<file path="src/rtl/hostport_pkg.sv">
`timescale 1ns/1ps
package hostport_pkg;
  localparam int HP_FLAG_BIT = 3;
  typedef enum logic {LOC_DATA = 1'b0, LOC_FLAG = 1'b1} hp_loc_e;
endpackage

</file>
<file path="src/rtl/hp_sync.sv">
`timescale 1ns/1ps
// Multi-stage synchronizer for a group of independent asynchronous bits.
module hp_sync #(
  parameter int WIDTH = 1,
  parameter int STAGES = 2,
  parameter logic [WIDTH-1:0] RST_VAL = '0
) (
  input  logic             clk,
  input  logic             rst,
  input  logic [WIDTH-1:0] d_async,
  output logic [WIDTH-1:0] q_sync
);
  logic [WIDTH-1:0] chain [STAGES];

  generate
    for (genvar s = 0; s < STAGES; s++) begin : g_stage
      if (s == 0) begin : g_first
        always_ff @(posedge clk) begin
          if (rst) chain[0] <= RST_VAL;
          else     chain[0] <= d_async;
        end
      end else begin : g_next
        always_ff @(posedge clk) begin
          if (rst) chain[s] <= RST_VAL;
          else     chain[s] <= chain[s-1];
        end
      end
    end
  endgenerate

  assign q_sync = chain[STAGES-1];
endmodule

</file>
<file path="src/rtl/hp_write_capture.sv">
`timescale 1ns/1ps
// Holds select/address/data while the synchronized write strobe is low and
// flags the strobe release as a write event.
module hp_write_capture #(
  parameter int DATA_W = 8
) (
  input  logic              clk,
  input  logic              rst,
  input  logic              sel_n_s,
  input  logic              addr_s,
  input  logic              wr_n_s,
  input  logic [DATA_W-1:0] din,
  output logic              wr_event,
  output logic              wr_legal,
  output logic [DATA_W-1:0] wr_byte
);
  import hostport_pkg::*;

  logic              wr_prev;
  logic              legal_q;
  logic [DATA_W-1:0] byte_q;

  always_ff @(posedge clk) begin
    if (rst) begin
      wr_prev <= 1'b1;
      legal_q <= 1'b0;
      byte_q  <= '0;
    end else begin
      wr_prev <= wr_n_s;
      if (!wr_n_s) begin
        byte_q  <= din;
        legal_q <= !sel_n_s && (hp_loc_e'(addr_s) == LOC_DATA);
      end
    end
  end

  assign wr_event = wr_n_s && !wr_prev;
  assign wr_legal = legal_q;
  assign wr_byte  = byte_q;
endmodule

</file>
<file path="src/rtl/hp_busy_ctrl.sv">
`timescale 1ns/1ps
// Ready flag, command issue, sticky busy-write error, end-of-command timer.
module hp_busy_ctrl #(
  parameter int DATA_W = 8,
  parameter int EOC_CYCLES = 225
) (
  input  logic              clk,
  input  logic              rst,
  input  logic              wr_event,
  input  logic              wr_legal,
  input  logic [DATA_W-1:0] wr_byte,
  input  logic              cmd_done,
  output logic              ready_q,
  output logic              done_acc,
  output logic              cmd_valid,
  output logic [DATA_W-1:0] cmd_byte,
  output logic              cmd_err,
  output logic              cmd_end_n
);
  localparam int CNT_W = $clog2(EOC_CYCLES + 1);
  localparam logic [CNT_W-1:0] CNT_LOAD = CNT_W'(EOC_CYCLES);

  logic             accept;
  logic             busy_hit;
  logic [CNT_W-1:0] cnt_q;
  logic [CNT_W-1:0] cnt_next;

  assign accept   = wr_event && wr_legal && ready_q;
  assign busy_hit = wr_event && wr_legal && !ready_q;
  assign done_acc = cmd_done && !ready_q;

  always_comb begin
    if (done_acc)          cnt_next = CNT_LOAD;
    else if (cnt_q != '0)  cnt_next = cnt_q - 1'b1;
    else                   cnt_next = cnt_q;
  end

  always_ff @(posedge clk) begin
    if (rst) begin
      ready_q   <= 1'b1;
      cmd_valid <= 1'b0;
      cmd_byte  <= '0;
      cmd_err   <= 1'b0;
      cnt_q     <= '0;
      cmd_end_n <= 1'b1;
    end else begin
      cmd_valid <= accept;
      if (accept) begin
        cmd_byte <= wr_byte;
        ready_q  <= 1'b0;
      end else if (done_acc) begin
        ready_q  <= 1'b1;
      end
      if (busy_hit) cmd_err <= 1'b1;
      cnt_q     <= cnt_next;
      cmd_end_n <= (cnt_next == '0);
    end
  end
endmodule

</file>
<file path="src/rtl/hp_read_port.sv">
`timescale 1ns/1ps
// Output register and registered read-data / output-enable path.
module hp_read_port #(
  parameter int DATA_W = 8,
  parameter int FLAG_BIT = 3
) (
  input  logic              clk,
  input  logic              rst,
  input  logic              sel_n_s,
  input  logic              rd_n_s,
  input  logic              addr_s,
  input  logic              ready_q,
  input  logic              done_acc,
  input  logic              result_load,
  input  logic [DATA_W-1:0] result_byte,
  output logic [DATA_W-1:0] out_q,
  output logic [DATA_W-1:0] dout,
  output logic              doe
);
  import hostport_pkg::*;

  logic [DATA_W-1:0] flag_word;

  always_comb begin
    flag_word = '0;
    flag_word[FLAG_BIT] = ready_q;
  end

  always_ff @(posedge clk) begin
    if (rst) begin
      out_q <= '0;
      dout  <= '0;
      doe   <= 1'b0;
    end else begin
      if (done_acc && result_load) out_q <= result_byte;
      dout <= (hp_loc_e'(addr_s) == LOC_FLAG) ? flag_word : out_q;
      doe  <= !sel_n_s && !rd_n_s;
    end
  end
endmodule

</file>
<file path="src/rtl/hostbus_port.sv">
`timescale 1ns/1ps
module hostbus_port #(
  parameter int DATA_W = 8,
  parameter int SYNC_STAGES = 2,
  parameter int EOC_CYCLES = 225
) (
  input  logic              clk,
  input  logic              rst,
  input  logic              host_sel_n,
  input  logic              host_addr,
  input  logic              host_rd_n,
  input  logic              host_wr_n,
  input  logic [DATA_W-1:0] host_din,
  output logic [DATA_W-1:0] host_dout,
  output logic              host_doe,
  output logic              cmd_valid,
  output logic [DATA_W-1:0] cmd_byte,
  input  logic              cmd_done,
  input  logic              result_load,
  input  logic [DATA_W-1:0] result_byte,
  output logic              cmd_end_n,
  output logic              cmd_err
);
  import hostport_pkg::*;

  logic [2:0]        strobes_s;
  logic              addr_s;
  logic              wr_event;
  logic              wr_legal;
  logic [DATA_W-1:0] wr_byte;
  logic              ready_q;
  logic              done_acc;
  logic [DATA_W-1:0] out_q;

  hp_sync #(.WIDTH(3), .STAGES(SYNC_STAGES), .RST_VAL(3'b111)) u_sync_strb (
    .clk(clk), .rst(rst),
    .d_async({host_sel_n, host_rd_n, host_wr_n}),
    .q_sync(strobes_s)
  );

  hp_sync #(.WIDTH(1), .STAGES(SYNC_STAGES), .RST_VAL(1'b0)) u_sync_addr (
    .clk(clk), .rst(rst), .d_async(host_addr), .q_sync(addr_s)
  );

  hp_write_capture #(.DATA_W(DATA_W)) u_wcap (
    .clk(clk), .rst(rst),
    .sel_n_s(strobes_s[2]), .addr_s(addr_s), .wr_n_s(strobes_s[0]),
    .din(host_din),
    .wr_event(wr_event), .wr_legal(wr_legal), .wr_byte(wr_byte)
  );

  hp_busy_ctrl #(.DATA_W(DATA_W), .EOC_CYCLES(EOC_CYCLES)) u_busy (
    .clk(clk), .rst(rst),
    .wr_event(wr_event), .wr_legal(wr_legal), .wr_byte(wr_byte),
    .cmd_done(cmd_done),
    .ready_q(ready_q), .done_acc(done_acc),
    .cmd_valid(cmd_valid), .cmd_byte(cmd_byte),
    .cmd_err(cmd_err), .cmd_end_n(cmd_end_n)
  );

  hp_read_port #(.DATA_W(DATA_W), .FLAG_BIT(HP_FLAG_BIT)) u_rd (
    .clk(clk), .rst(rst),
    .sel_n_s(strobes_s[2]), .rd_n_s(strobes_s[1]), .addr_s(addr_s),
    .ready_q(ready_q), .done_acc(done_acc),
    .result_load(result_load), .result_byte(result_byte),
    .out_q(out_q), .dout(host_dout), .doe(host_doe)
  );
endmodule

</file>
<file path="config.mk">
export PLATFORM = sky130hd
export DESIGN_NAME = hostbus_port
export DESIGN_NICKNAME = d
export VERILOG_FILES = /design/src/rtl/hostport_pkg.sv /design/src/rtl/hp_sync.sv /design/src/rtl/hp_write_capture.sv /design/src/rtl/hp_busy_ctrl.sv /design/src/rtl/hp_read_port.sv /design/src/rtl/hostbus_port.sv
export SDC_FILE = /design/constraint.sdc
export NUM_CORES = 1
export LEC_CHECK = 0
export BUFFER_PORTS_ARGS = -buffer_cell sky130_fd_sc_hd__buf_2
export CORE_MARGIN = 2
export CORE_UTILIZATION = 35
export CTS_BUF_LIST = sky130_fd_sc_hd__clkbuf_4
export CTS_CLUSTER_DIAMETER = 120
export CTS_CLUSTER_SIZE = 12
export DETAILED_ROUTE_END_ITERATION = 16
export PLACE_DENSITY_LB_ADDON = 0.25
export SLEW_MARGIN = 20
export SYNTH_ARGS = -nofsm -noshare
export SYNTH_HDL_FRONTEND = slang
export SYNTH_SLANG_ARGS = --single-unit
</file>
<file path="constraint.sdc">
create_clock -name clk -period 4 [get_ports clk]
set_input_delay 0.4 -clock clk [delete_from_list [all_inputs] [get_ports clk]]
set_output_delay 0.4 -clock clk [all_outputs]
set_load 0.01 [all_outputs]
</file>
==> impl_metrics.csv <==
group,metric,value,unit
logic_synthesis,synth_edf_count,0,
detailed_routing,drc,0,
placement,placed_area,2290,sq um
timing,rsz0062_at_grt,"no",
logic_synthesis,ys_types,36,
clock_network,cts_tree,"built",
timing,tns,0,ns
worst_setup_path,path_max_fanout,7,
clock_network,clk-insertion-delay-late,0.37,ns
detailed_routing,detail-route-antenna-nets,0,
logic_synthesis,netlist_area,2030,sq um
detailed_routing,first_pass_iters,4,
worst_setup_path,critPathArrivalTime,2.06,ns
global_routing,antenna_found_initial,0,
min_path,hp-class,"in -> reg",
timing,drv_slew,0,
timing,worstMarginPinSlew,0.783,ns
floorplan,rows,27,
floorplan,die_h,80.2,microns
timing,hold_viol_final,0,
cells_and_area,nets,285,
timing,slew_headroom,47.7,%
detailed_routing,wirelength,3.89,mm
cells_and_area,drive_gt1_share,24.6,%
cells_and_area,diodes,0,
floorplan,fp.dieW,80.2,microns
logic_synthesis,synth.top_cell.area_share,54.2,%
worst_setup_path,crit_chain,"inv_1, ha_1, nor3b_2, nand2_1, a2111oi_2",
detailed_routing,vias,1617,
worst_setup_path,required,4.27,ns
global_routing,grt.total_usage,13.2,%
status,outcome,"completed",
logic_synthesis,ys_warn_count,0,
global_routing,grt_pass1_wl,6.50,mm
worst_setup_path,reg2reg_slack,2.22,ns
power_and_ir_drop,ir_worst_vdd,0.295,mV
floorplan,io_pins,44,
clock_network,cts_sinks,55,
logic_synthesis,synthArstFlopShare,0,%
logic_synthesis,netlist.top_cell.by_area,"dfxtp_1",
logic_synthesis,synth_cells,220,
logic_synthesis,ys_seq_area_share,54.2,%
logic_synthesis,synth_fp_nets,246,
clock_network,clk_pin_slew,0.14,ns
timing,finalSetupViolations,0,
cells_and_area,design_area,2350,sq um
timing,fmax,0.561,GHz
detailed_routing,drt-vias-per-instance,4.87,
logic_synthesis,synth_commonest_cells,"dfxtp_1 (55), nand2_1 (33), nor2_1 (23)",
global_routing,grt_remaining_overflow,0,
logic_synthesis,syn_area_per_cell,9.23,sq um
power_and_ir_drop,p_leak,0.00103,uW
floorplan,coreArea,5540,sq um
worst_setup_path,crit_path_start_kind,"flip-flop",
timing,period_minus_slack,1.78,ns
cells_and_area,area_growth,15.8,%
worst_setup_path,crit_path_max_incr_delay,0.41,ns
global_routing,grt_pass1_vias,1503,
global_routing,grt_max_degree,46,
detailed_routing,first_iter_violations,66,
detailed_routing,routedWlPerCell,11.7,microns
logic_synthesis,ys.flop_type,"dfxtp_1",
power_and_ir_drop,power_density,536,nW/um^2
placement,place.gp.congestion,0.789,
clock_network,cts_root_buffer,"clkbuf_4",
placement,port_buffers,43,
worst_setup_path,critPathSlowestCell,"dfxtp_1",
clock_network,cts.path.max_buffers,2,
clock_network,cts_buffers,5,
logic_synthesis,ys_ff_latch,55,
worst_setup_path,crit_type,"reg -> reg",
floorplan,die-area,6430,sq um
clock_network,ctsHoldBuffers,0,
clock_network,htreeDepth,2,
clock_network,cts_repair_resize_count,0,
clock_network,cts_setup_buffers,0,
flow_run,cap_viol_max_count,0,
logic_synthesis,yosysMostFrequentCell,"dfxtp_1",
floorplan,start_util,36.7,%
logic_synthesis,synth.area.top_cells,"dfxtp_1 (54%), nand2_1 (6.1%), a21oi_1 (5.4%)",
timing,fin_crit_sh,44.6,%
placement,dpl.hpwl,2.73,mm
worst_setup_path,endpoint_kind,"flip-flop",
timing,finalClockSkew,0.00880,ns
==> flip-flops by register name, indices dropped and copies added (netlist names) <==
signal and flops:
u_busy.cmd_byte 8, u_busy.cnt_q 8, u_rd.dout 8, u_rd.out_q 8, u_wcap.wr_byte 8, u_sync_strb.chain 6, u_sync_addr.chain 2, u_busy.cmd_end_n 1
u_busy.cmd_err 1, u_busy.cmd_valid 1, u_busy.ready_q 1, u_rd.doe 1, u_wcap.wr_legal 1, u_wcap.wr_prev 1
==> per-layer routing <==
metal | GRT usage (%) | wire [microns] | part of all wire [%] | vias to the layer above
met3 | 4.61 | 282 | 7.3 | 7
met5 | 0 | 0 | 0 | -
met1 | 16.0 | 1770 | 45 | 755
li1 | - | - | - | 812
met2 | 20.7 | 1790 | 46 | 43
met4 | 6.44 | 48 | 1.2 | 0
==> per-stage QoR <==
stage               setup slack [ns]  util [%]  power [uW]  hold slack, ns  std cells
floorplan                       2.35         -         959           0.373        220
global placement                2.16      41.4        1030           0.379        324
detailed placement              2.11      41.4        1030           0.381        324
CTS                             2.21      42.4        1280           0.176        332
global route                    2.00      42.4        1350           0.167        332
finish                          2.22      42.4        1260           0.202        332
==> power by group <==
group,total (uW),leakage [uW],switching (uW),internal [uW]
clock network,238,0.0000333,163,75.4
registers,652,0.000448,62.0,590
logic,371,0.000549,191,180
total,1260,0.00103,416,845
==> kinds of logic (layout without fill, tap and decap cells) <==
family / after synthesis / after routing / share of synthesized area (%)
fa+ha+maj: 2 / 2 / 1.23
simple gates: 97 / 97 / 23.7
flops: 55 / 55 / 54.2
xor+xnor: 5 / 5 / 2.16
buf+inv: 16 / 56 / 3.02
mux: 11 / 11 / 5.42
compound gates: 34 / 34 / 10.3
==> critical path: cells and delay by family (launching register included) <==
family | cells | cell delay, ns
and+or+nand+nor | 2 | 0.62
adders and majority gates | 1 | 0.17
AOI/OAI and AO/OA | 1 | 0.38
DFF | 1 | 0.41
buffers and inverters | 1 | 0.12
==> area by class of cell <==
class / instances / area (sq um)
Clock buffer: 6 / 45.0
Clock inverter: 2 / 12.5
Fill cell: 582 / 3190
Inverter: 5 / 18.8
Multi-Input combinational cell: 149 / 868
Sequential cell: 55 / 1100
Tap cell: 72 / 90.1
Timing Repair Buffer: 43 / 215
==> worst paths after layout <==
path / startpoint / end / depth (start not counted)
max: u_busy.cnt_q[0] / u_busy.cnt_q[1] / 5
min reg2reg: u_sync_strb.chain[1][1] / u_rd.doe / 1
min: host_rd_n / u_sync_strb.chain[0][1] / 2
max reg2reg: u_busy.cnt_q[0] / u_busy.cnt_q[1] / 5
==> cells in the final DEF, fill, tap and decap left out, types with 2 or more instances in the layout <==
cell type / n
a211oi_1: 2
a21oi_1: 22
and2_1: 7
buf_2: 43
clkbuf_4: 6
dfxtp_1: 55
ha_1: 2
inv_1: 5
mux2i_1: 11
nand2_1: 33
nand3_1: 11
nor2_1: 23
nor2b_1: 3
nor3_1: 4
o21ai_0: 2
or2_2: 7
xnor2_1: 4
No activity file was read; power rests on OpenSTA's default activity.
